**src/rtl/twi_pkg.sv**
```systemverilog
package twi_pkg;
  typedef enum logic [2:0] {
    ST_IDLE,
    ST_CTRL,
    ST_AHI,
    ST_ALO,
    ST_WDATA,
    ST_RDATA,
    ST_HOLD
  } twi_state_e;
endpackage

```
**src/rtl/twi_cond_detect.sv**
```systemverilog
module twi_cond_detect #(
  parameter int STAGES = 2
) (
  input  logic clk,
  input  logic rst,
  input  logic scl_i,
  input  logic sda_i,
  output logic sda_s,
  output logic scl_rise,
  output logic scl_fall,
  output logic start_det,
  output logic stop_det
);
  logic [STAGES-1:0] scl_sr, sda_sr;
  logic scl_p, sda_p, scl_c, sda_c;

  assign scl_c = scl_sr[STAGES-1];
  assign sda_c = sda_sr[STAGES-1];

  always_ff @(posedge clk) begin
    if (rst) begin
      scl_sr <= '1;
      sda_sr <= '1;
      scl_p  <= 1'b1;
      sda_p  <= 1'b1;
    end else begin
      scl_sr <= {scl_sr[STAGES-2:0], scl_i};
      sda_sr <= {sda_sr[STAGES-2:0], sda_i};
      scl_p  <= scl_c;
      sda_p  <= sda_c;
    end
  end

  assign sda_s     = sda_c;
  assign scl_rise  = scl_c & ~scl_p;
  assign scl_fall  = ~scl_c & scl_p;
  assign start_det = scl_c & scl_p & sda_p & ~sda_c;
  assign stop_det  = scl_c & scl_p & ~sda_p & sda_c;
endmodule

```
**src/rtl/twi_word_addr.sv**
```systemverilog
module twi_word_addr #(
  parameter int AW = 14
) (
  input  logic          clk,
  input  logic          rst,
  input  logic          load_hi,
  input  logic          load_lo,
  input  logic          incr,
  input  logic [7:0]    byte_in,
  output logic [AW-1:0] ptr
);
  localparam int HIW = AW - 8;

  always_ff @(posedge clk) begin
    if (rst) begin
      ptr <= '0;
    end else if (load_hi) begin
      ptr[AW-1:8] <= byte_in[HIW-1:0];
    end else if (load_lo) begin
      ptr[7:0] <= byte_in;
    end else if (incr) begin
      ptr <= ptr + AW'(1);
    end
  end
endmodule

```
**src/rtl/eeprom_twi_slave.sv**
```systemverilog
module eeprom_twi_slave #(
  parameter int                AW          = 14,
  parameter int                CODE_W      = 4,
  parameter int                SEL_W       = 3,
  parameter logic [CODE_W-1:0] DEV_CODE    = 4'b1010,
  parameter int                SYNC_STAGES = 2
) (
  input  logic             clk,
  input  logic             rst,
  input  logic             scl_i,
  input  logic             sda_i,
  input  logic [SEL_W-1:0] sel_pins,
  input  logic [7:0]       mem_rdata,
  output logic             sda_oe,
  output logic [AW-1:0]    mem_addr,
  output logic [7:0]       mem_wdata,
  output logic             mem_we,
  output logic             mem_re
);
  import twi_pkg::*;

  localparam int SEL_LSB = 8 - CODE_W - SEL_W;

  twi_state_e    state;
  logic [3:0]    bitcnt;
  logic [7:0]    shreg, txreg;
  logic          own_ack, rd_p1;
  logic          sda_s, scl_rise, scl_fall, start_det, stop_det;
  logic [AW-1:0] ptr;
  logic          ev_ok, rx_state, fall_decide, rise_mack, ctrl_match;
  logic          rd_issue, wr_issue, load_hi, load_lo;

  twi_cond_detect #(.STAGES(SYNC_STAGES)) u_cond (
    .clk(clk), .rst(rst), .scl_i(scl_i), .sda_i(sda_i),
    .sda_s(sda_s), .scl_rise(scl_rise), .scl_fall(scl_fall),
    .start_det(start_det), .stop_det(stop_det)
  );

  twi_word_addr #(.AW(AW)) u_ptr (
    .clk(clk), .rst(rst), .load_hi(load_hi), .load_lo(load_lo),
    .incr(rd_issue | wr_issue), .byte_in(shreg), .ptr(ptr)
  );

  always_comb begin
    ev_ok       = !start_det && !stop_det && (state != ST_IDLE);
    rx_state    = (state == ST_CTRL) || (state == ST_AHI) ||
                  (state == ST_ALO) || (state == ST_WDATA);
    fall_decide = ev_ok && scl_fall && (bitcnt == 4'd8) && !own_ack && rx_state;
    rise_mack   = ev_ok && scl_rise && (bitcnt == 4'd8) && !own_ack &&
                  (state == ST_RDATA);
    ctrl_match  = (shreg[7 -: CODE_W] == DEV_CODE) &&
                  (shreg[SEL_LSB +: SEL_W] == sel_pins);
    rd_issue    = (fall_decide && (state == ST_CTRL) && ctrl_match && shreg[0]) ||
                  (rise_mack && !sda_s);
    wr_issue    = fall_decide && (state == ST_WDATA);
    load_hi     = fall_decide && (state == ST_AHI);
    load_lo     = fall_decide && (state == ST_ALO);
  end

  always_ff @(posedge clk) begin
    if (rst) begin
      state     <= ST_IDLE;
      bitcnt    <= '0;
      shreg     <= '0;
      txreg     <= '0;
      own_ack   <= 1'b0;
      rd_p1     <= 1'b0;
      sda_oe    <= 1'b0;
      mem_addr  <= '0;
      mem_wdata <= '0;
      mem_we    <= 1'b0;
      mem_re    <= 1'b0;
    end else begin
      mem_we <= 1'b0;
      mem_re <= 1'b0;
      rd_p1  <= mem_re;
      if (rd_p1) txreg <= mem_rdata;
      if (rd_issue) begin
        mem_re   <= 1'b1;
        mem_addr <= ptr;
      end
      if (wr_issue) begin
        mem_we    <= 1'b1;
        mem_addr  <= ptr;
        mem_wdata <= shreg;
      end

      if (start_det) begin
        state   <= ST_CTRL;
        bitcnt  <= '0;
        own_ack <= 1'b0;
        sda_oe  <= 1'b0;
      end else if (stop_det) begin
        state   <= ST_IDLE;
        own_ack <= 1'b0;
        sda_oe  <= 1'b0;
      end else if (state != ST_IDLE) begin
        if (scl_rise) begin
          if (bitcnt < 4'd8) begin
            bitcnt <= bitcnt + 4'd1;
            shreg  <= {shreg[6:0], sda_s};
          end else if (bitcnt == 4'd8) begin
            bitcnt <= 4'd9;
            if (rise_mack && sda_s) state <= ST_HOLD;
          end
        end else if (scl_fall) begin
          if (fall_decide) begin
            own_ack <= 1'b1;
            sda_oe  <= 1'b1;
            unique case (state)
              ST_CTRL: begin
                if (!ctrl_match) begin
                  state  <= ST_IDLE;
                  sda_oe <= 1'b0;
                end else if (shreg[0]) begin
                  state <= ST_RDATA;
                end else begin
                  state <= ST_AHI;
                end
              end
              ST_AHI:   state <= ST_ALO;
              ST_ALO:   state <= ST_WDATA;
              default:  state <= ST_WDATA;
            endcase
          end else if ((bitcnt == 4'd8) && (state == ST_RDATA)) begin
            sda_oe <= 1'b0;
          end else if (bitcnt == 4'd9) begin
            bitcnt  <= '0;
            own_ack <= 1'b0;
            sda_oe  <= (state == ST_RDATA) ? ~txreg[7] : 1'b0;
          end else if ((state == ST_RDATA) && (bitcnt != 4'd0) && (bitcnt < 4'd8)) begin
            sda_oe <= ~txreg[3'd7 - bitcnt[2:0]];
          end
        end
      end
    end
  end
endmodule

```
**config.mk**
```make
export PLATFORM = sky130hd
export DESIGN_NAME = eeprom_twi_slave
export DESIGN_NICKNAME = d
export VERILOG_FILES = /design/src/rtl/twi_pkg.sv /design/src/rtl/twi_cond_detect.sv /design/src/rtl/twi_word_addr.sv /design/src/rtl/eeprom_twi_slave.sv
export SDC_FILE = /design/constraint.sdc
export NUM_CORES = 1
export LEC_CHECK = 0
export ABC_AREA = 1
export BUFFER_PORTS_ARGS = -buffer_cell sky130_fd_sc_hd__buf_2
export CAP_MARGIN = 10
export CORE_ASPECT_RATIO = 1.4
export CORE_UTILIZATION = 50
export DETAILED_ROUTE_END_ITERATION = 10
export PLACE_DENSITY = 0.73
export SYNTH_ARGS = -nofsm -noshare
export SYNTH_HDL_FRONTEND = slang
export SYNTH_HIERARCHICAL = 1
export SYNTH_SLANG_ARGS = --single-unit
```
**constraint.sdc**
```tcl
create_clock -name clk -period 2.5 [get_ports clk]
set_input_delay 0.5 -clock clk [delete_from_list [all_inputs] [get_ports clk]]
set_output_delay 0.5 -clock clk [all_outputs]
set_load 0.02 [all_outputs]
```
==> metrics.md, run 1 <==
| Metric | Value |
|---|---|
| Biggest area consumer among synthesized cells | `dfxtp_1` |
| Maximum vdd ir drop | `0.5110 mV` |
| P per Cell Area | `517.4 mW/mm^2` |
| Post-synthesis cell area | `0.003567 mm^2` |
| Place WS | `159.9 ps` |
| Rows | `36` |
| Synth area leaders | `dfxtp_1 (39%), nand2_1 (13%), nor2_1 (8.7%)` |
| Register share of total power | `0.533` |
| P_int | `1609 uW` |
| Final worst setup slack | `278.8 ps` |
| Overall Power | `2109 uW` |
| Initial DRC count | `220` |
| Die W | `73.39 um` |
| # DRC | `0` |
| Mapped Nets | `558` |
| Setup TNS | `0 ps` |
| Number of enable-type register cells in the synthesized netlist | `0` |
| Number of detailed-routing iterations run before antenna repair | `5` |
| Period utilisation layout | `0.8885` |
| Main synth FF type | `dfxtp_1` |
| Final hold violations | `0` |
| HP Class | `input port to flop` |
| Largest net degree at the start of global routing | `33` |
| Clock transition at path regs | `80 ps` |
| Cell Area, Placed | `0.003851 mm^2` |
| Number of cells on the worst hold path | `2` |
| Starting Density | `0.5142` |
| Global-route wire length before repair | `13.41 mm` |
| Worst Hold End | `u_cond/scl_sr[0]$_SDFF_PP1_` |
| Critical path type | `flop to flop` |
| IO Port Bufs | `39` |
| Clk_lat worst skew | `350 ps` |
| Total Wirelength | `8.452 mm` |
| Clk pwr share | `0.430` |
| Critical R2R Launch | `u_cond/sda_sr[1]$_SDFF_PP1_` |
| Clk root buf | `clkbuf_8` |
| Tmin final | `2221 ps` |
| Via density per instance | `5.051` |
| Critical path arrival | `2500 ps` |
| RSZ-0062 raised after global routing | `false` |
| Final Setup Violations | `0` |
| Number of global-route vias before repair | `3030` |
| Slew margin rel. | `0.6909` |
| Fin util | `0.5877` |
| Hold Startpoint | `scl_i` |
| Post-DRT Antenna Nets | `0` |
| Total GRT Usage | `0.2349` |
| IO Count | `40` |
| Yosys top cell area share | `0.3928` |
| R2R Setup Slk | `280 ps` |
| Hpwl dp | `6.388 mm` |
| Placer Congestion | `0.9465` |
| Critical path peak fanout | `6` |
| Fmax | `450.2 MHz` |
| Worst slew pin tran | `462.0 ps` |
| Share of cells above drive strength 1 | `0.1579` |
| Die Ht | `101.9 um` |
| Total grt overflow | `0` |
| Sw Pwr | `499.9 uW` |
| Crit end category | `flop` |
| Combinational share of power | `0.037` |
| CTS buffer count | `9` |
| # diodes | `0` |
| Synth unique cells | `38` |
| H-Tree Depth | `3` |
| Crit-path max cell delay | `380 ps` |
| Max clock buf depth | `2` |
| Syn avg cell area | `6.618 um^2` |
| Net Sw Frac | `0.2370` |
| Worst reg2reg path depth | `15` |
| CP max stage cell | `dfxtp_1` |
| Design Area, Final | `0.004076 mm^2` |
| Outcome | `finished clean` |
| Post-Synthesis Cells | `539` |
| Max Cap Viol | `0` |
| Syn. warnings | `6` |
| Worst-path cell chain | `inv_1 -> nand2_1 -> nor2_1 -> nor2_2 -> nand2_1 -> nor2_2 -> inv_1 -> nor4_2 -> buf_4 -> inv_2 -> nand2_1 -> nand2_1 -> o21ai_1 -> inv_1 -> a21oi_1` |
| Sequential-to-total area share from yosys stat | `0.3928` |
| Nets | `603` |
| Pleak | `0.001731 uW` |
| Type of origin of the critical path | `flop` |
| Core Area | `0.006937 mm^2` |
| Worst clock skew | `10.85 ps` |
| Most used cell, CP | `nand2_1` |
| Sink Count | `70` |
| Synthesis-to-layout area growth | `14.28%` |
| CTS tree | `done` |
| Synthesized flop and latch total | `70` |
| Routed wire per std cell | `12.36 um` |
| CP Data Required Time | `2780 ps` |
| Fraction of registers with async set/reset | `0` |
| Vias | `3455` |
| Die Area | `0.007481 mm^2` |
| R2r endpoint | `u_ptr/ptr[8]$_SDFFE_PP0P_` |
| Slew Limit Fails | `0` |
| Initial antenna violation count | `0` |
==> cells by family (layout without fill, tap and decap cells) <==
family | count (synthesis) | in the layout | share of synthesized area
and+or+nand+nor | 271 | 271 | 0.3280
adders and majority gates | 4 | 4 | 0.01403
DFF | 70 | 70 | 0.3928
xor gates and xnor gates | 2 | 2 | 0.004911
buffers and inverters | 102 | 152 | 0.1186
AOI/OAI and AO/OA | 90 | 90 | 0.1417
==> power by group through the flow <==
stage	combinational [uW]	sequential, uW	clock (uW)
finish	78.6	1120	907
global placement	76.9	1150	0
CTS	78.7	1120	936
global route	88.2	1120	990
detailed placement	78.2	1150	0
floorplan	49.4	1150	0
==> how the worst max path moves through the flow <==
stage,endpoint,cells after the start,slack (ps),startpoint
detailed placement,u_ptr/ptr[6]$_SDFFE_PP0P_,14,160,u_cond/sda_sr[1]$_SDFF_PP1_
finish,u_ptr/ptr[8]$_SDFFE_PP0P_,15,280,u_cond/sda_sr[1]$_SDFF_PP1_
global placement,u_ptr/ptr[6]$_SDFFE_PP0P_,14,300,u_cond/sda_sr[1]$_SDFF_PP1_
floorplan,u_ptr/ptr[8]$_SDFFE_PP0P_,15,510,u_cond/sda_sr[1]$_SDFF_PP1_
global route,u_ptr/ptr[6]$_SDFFE_PP0P_,14,60,u_cond/sda_sr[1]$_SDFF_PP1_
CTS,u_ptr/ptr[6]$_SDFFE_PP0P_,14,140,u_cond/sda_sr[1]$_SDFF_PP1_
==> what timing repair did <==
item / CTS / global route
buffers inserted: 0 / 3
gates resized for setup: 0 / 2
setup endpoints to repair: 0 / 6
endpoints found under the hold margin: 0 / 0
hold buffers: 0 / 0
==> worst max-delay path: cells and delay by family, from the launching register on <==
| kind | cells | cell delay (ps) |
|---|---|---|
| flops | 1 | 380 |
| buf+inv | 5 | 490 |
| compound gates | 2 | 310 |
| simple gates | 8 | 970 |
==> metal layers <==
metal | vias up | GRT usage | wire [um]
met4 | 0 | 0.1257 | 314
met5 | - | 0 | 0
met1 | 1553 | 0.2549 | 3528
li1 | 1792 | - | -
met2 | 85 | 0.4195 | 4293
met3 | 25 | 0.05325 | 315
==> synthesized netlist by cell type, types with 2 or more instances <==
library cell	instances
a21oi_1	41
buf_2	4
buf_6	3
clkbuf_1	8
dfxtp_1	70
ha_1	4
inv_1	79
inv_2	6
nand2_1	120
nand3_1	36
nand3_2	3
nand3b_1	2
nand4_1	7
nor2_1	83
nor2_2	6
nor2_4	2
nor3_1	2
nor4_1	2
o211ai_1	4
o21ai_0	33
o22ai_1	4
or2_1	4
==> metrics by stage <==
stage / hold slack, ps / cells
detailed placement: 396.6 / 665
finish: 334.0 / 684
global route: 327.7 / 684
global placement: 385.2 / 665
CTS: 317.2 / 681
floorplan: 383.2 / 539
==> registers in the layout (all words and copies together) (netlist names), 2 cells and up <==
| register | cells |
|---|---|
| mem_addr | 14 |
| u_ptr/ptr | 14 |
| mem_wdata | 8 |
| shreg | 8 |
| txreg | 8 |
| bitcnt | 4 |
| state | 3 |
| u_cond/scl_sr | 2 |
| u_cond/sda_sr | 2 |
==> placed cells by master (no fill, tap or decap), types with 4 or more instances in the layout <==
cell	Yosys	routed
nand2_1	120	120
nor2_1	83	81
inv_1	79	79
dfxtp_1	70	70
a21oi_1	41	41
buf_2	4	39
nand3_1	36	36
o21ai_0	33	33
buf_4	0	12
clkbuf_8	0	9
nor2_2	6	8
nand4_1	7	7
inv_2	6	6
o211ai_1	4	4
ha_1	4	4
or2_1	4	4
o22ai_1	4	4
==> area by class of cell <==
class                   count  area (um^2)
fillers                   700         2860
multi-input cells         367         1754
flip-flops and latches     70         1401
inverters                  85        319.1
repair buffers             51        285.3
clock buffers               9        123.9
well taps                  95        118.9
clock inverters             7        73.82
Note: power is estimated with default switching activity, not from simulation.
==> run 2, diff against run 1 <==
Settings changed: CORE_UTILIZATION 50 to 54, PLACE_DENSITY 0.73 to 0.77.
==> run 2 against run 1 <==
Against the previous run:
- setup slack worse by 14 ps
- register-to-register slack is essentially flat
- die area down 7.2%
- combinational power decreased by 1%
- via count grew 0.23%
- critical path depth decreased by 1
- sequential share of layout area rose by 0.43 points
- sequential cell count is the same
- total power is 0.93% higher
- sequential power about the same
- fmax is 0.63% lower
- cell count decreased by 3.8%
- the flow now finishes with violations (DRC)
==> metrics.md, run 2 (synthesis gave the netlist of run 1 again) <==
| Metric | Value |
|---|---|
| Total GRT Usage | `0.2634 (+0.02850)` |
| # DRC | `6 (+6)` |
| Initial DRC count | `245 (+11%)` |
| Resize count post-CTS | `0 (unchanged)` |
| Synthesis-to-layout area growth | `12.87%` |
| Die Area | `0.006939 mm^2 (-7.2%)` |
| Die Ht | `98.17 um (-3.7%)` |
| IO Port Bufs | `39 (unchanged)` |
| Number of global-route vias before repair | `3249 (+7.2%)` |
| Initial antenna violation count | `0 (unchanged)` |
| # diodes | `0 (unchanged)` |
| Critical path arrival | `2480 ps (-20 ps)` |
| Period utilisation layout | `0.8941 (+0.005630)` |
| CTS hold repair buffers | `0 (unchanged)` |
| Rows | `34 (-5.6%)` |
| Worst clock skew | `13.34 ps (+2.496 ps)` |
| Hold_ws | `321.5 ps (-12.48 ps)` |
| Core Area | `0.006296 mm^2 (-9.2%)` |
| Post-DRT Antenna Nets | `0 (unchanged)` |
| CTS buffer count | `9 (unchanged)` |
| Critical path type | `flop to flop` |
| Final Setup Violations | `0 (unchanged)` |
| Slew margin rel. | `0.7392 (+0.04831)` |
| Worst reg2reg path depth | `14 (-1)` |
| CTS tree | `done` |
| Worst setup endpoint | `u_ptr/ptr[6]$_SDFFE_PP0P_` |
| Clk root buf | `clkbuf_8` |
| Fin util | `0.6395 (+0.05185)` |
| Fmax | `447.4 MHz (-0.63%)` |
| Clock transition at path regs | `80 ps (about the same)` |
| Share of cells above drive strength 1 | `0.1502 (-0.007724)` |
| Routed wire per std cell | `12.78 um (+3.4%)` |
| Commonest non-fill, non-tap cell in the layout | `nand2_1` |
| CP Data Required Time | `2740 ps (-40 ps)` |
| Top Registers | `mem_addr x14, u_ptr/ptr x14` |
| Placer Congestion | `0.8801 (-7.0%)` |
| Hpwl dp | `6.298 mm (-1.4%)` |
| Global-route wire length before repair | `14.48 mm (+7.9%)` |
| Number of detailed-routing iterations run before antenna repair | `8 (+3)` |
| R2r endpoint | `u_ptr/ptr[6]$_SDFFE_PP0P_` |
| H-Tree Depth | `3 (unchanged)` |
| R2R Setup Slk | `260 ps (about the same)` |
| RSZ-0062 raised after global routing | `false` |
| Max clock buf depth | `2 (unchanged)` |
| Most frequent cells in the layout | `nand2_1 (120), nor2_1 (82), inv_1 (79), dfxtp_1 (70), a21oi_1 (41)` |
| Post CTS Setup Buffer Count | `0 (unchanged)` |
| Crit path launch | `u_cond/sda_sr[1]$_SDFF_PP1_` |
| Starting Density | `0.5666 (+0.05232)` |
| Critical R2R Launch | `u_cond/sda_sr[1]$_SDFF_PP1_` |
| Tmin final | `2235 ps (+14.07 ps)` |
| Total grt overflow | `0 (unchanged)` |
| Die W | `70.69 um (-3.7%)` |
| Final hold violations | `0 (unchanged)` |
| Total Wirelength | `8.411 mm (-0.49%)` |
| Critical path peak fanout | `12 (+6)` |
| Via density per instance | `5.263 (+4.2%)` |
| Type of origin of the critical path | `flop` |
| Pleak | `0.001705 uW (-1.5%)` |
| Setup TNS | `0 ps (unchanged)` |
| P per Cell Area | `528.7 mW/mm^2 (+2.2%)` |
| Maximum vdd ir drop | `0.5105 mV (-0.10%)` |
| IO Count | `40 (unchanged)` |
| Failing checks | `DRC` |
| HP Class | `input port to flop` |
| Hold Startpoint | `scl_i` |
| Worst slew pin tran | `390.3 ps (-71.70 ps)` |
| Largest net degree at the start of global routing | `36 (+9.1%)` |
| Vias | `3463 (+0.23%)` |
| Outcome | `complete, but fails checks` |
| Max Cap Viol | `0 (unchanged)` |
| Slew Limit Fails | `0 (unchanged)` |
| Clk_lat worst skew | `360 ps (about the same)` |
| Nets | `600 (-0.50%)` |
| Sink Count | `70 (unchanged)` |
| Crit end category | `flop` |
-- run 2: changes by cell type in the layout (fill, tap and decap cells not counted) --
cell and change:
buf_4 -4, clkinv_2 -2, clkinvlp_4 +2, buf_6 +1
clkbuf_1 +1, clkinv_4 -1, nor2_1 +1, nor2_2 -1
-- run 2: worst min-delay path by stage --
stage               cells after the start                           to  slack, ps
finish                                  2  u_cond/scl_sr[0]$_SDFF_PP1_        320
global route                            2  u_cond/scl_sr[0]$_SDFF_PP1_        340
CTS                                     2  u_cond/scl_sr[0]$_SDFF_PP1_        320
detailed placement                      1  u_cond/scl_sr[1]$_SDFF_PP1_        390
global placement                        1  u_cond/scl_sr[1]$_SDFF_PP1_        380
floorplan                               1  u_cond/scl_sr[1]$_SDFF_PP1_        380
-- run 2: routing by layer --
| layer | track usage | vias to the layer above | share of wire |
|---|---|---|---|
| li1 | - | 1790 | - |
| met2 | 0.4837 | 80 | 0.53 |
| met4 | 0.1277 | 0 | 0.026 |
| met5 | 0 | - | 0 |
| met3 | 0.04438 | 20 | 0.044 |
| met1 | 0.2881 | 1573 | 0.40 |
-- run 2: layout make-up --
class	count	area (um^2)
fill	615	2270
multi-input combinational	367	1752
sequential	70	1401
inverter	85	319.1
timing repair buffer	48	266.5
clock buffer	10	127.6
tap	72	90.09
clock inverter	6	70.07
-- run 2: power by group --
part	internal, uW	switching [uW]	total, uW
Clock	466	461	927
Combinational	26.8	51.0	77.8
Sequential	1120	4.36	1120
-- run 2: critical path, stage by stage (launching register included) --
cell     delay [ps]
dfxtp_1         380
inv_1            80
nand2_1          60
nor2_1           60
nor2_2          190
nand2_1         130
nor2_2          130
inv_1            70
nor2_1          300
inv_2           150
o21ai_4         110
inv_2           130
o21ai_0         130
nor2b_1         160
nor3_1           50
-- run 2: stage by stage --
step	cell area, um^2	setup slack [ps]	power (uW)	instances
3_5_place_dp	3822	178.1	1227	642
6_report	4026	264.7	2129	658
3_3_place_gp	3822	290.5	1226	642
4_1_cts	4020	150.9	2141	658
2_1_floorplan	3567	507.0	1198	539
5_1_grt	4026	1.871	2206	658
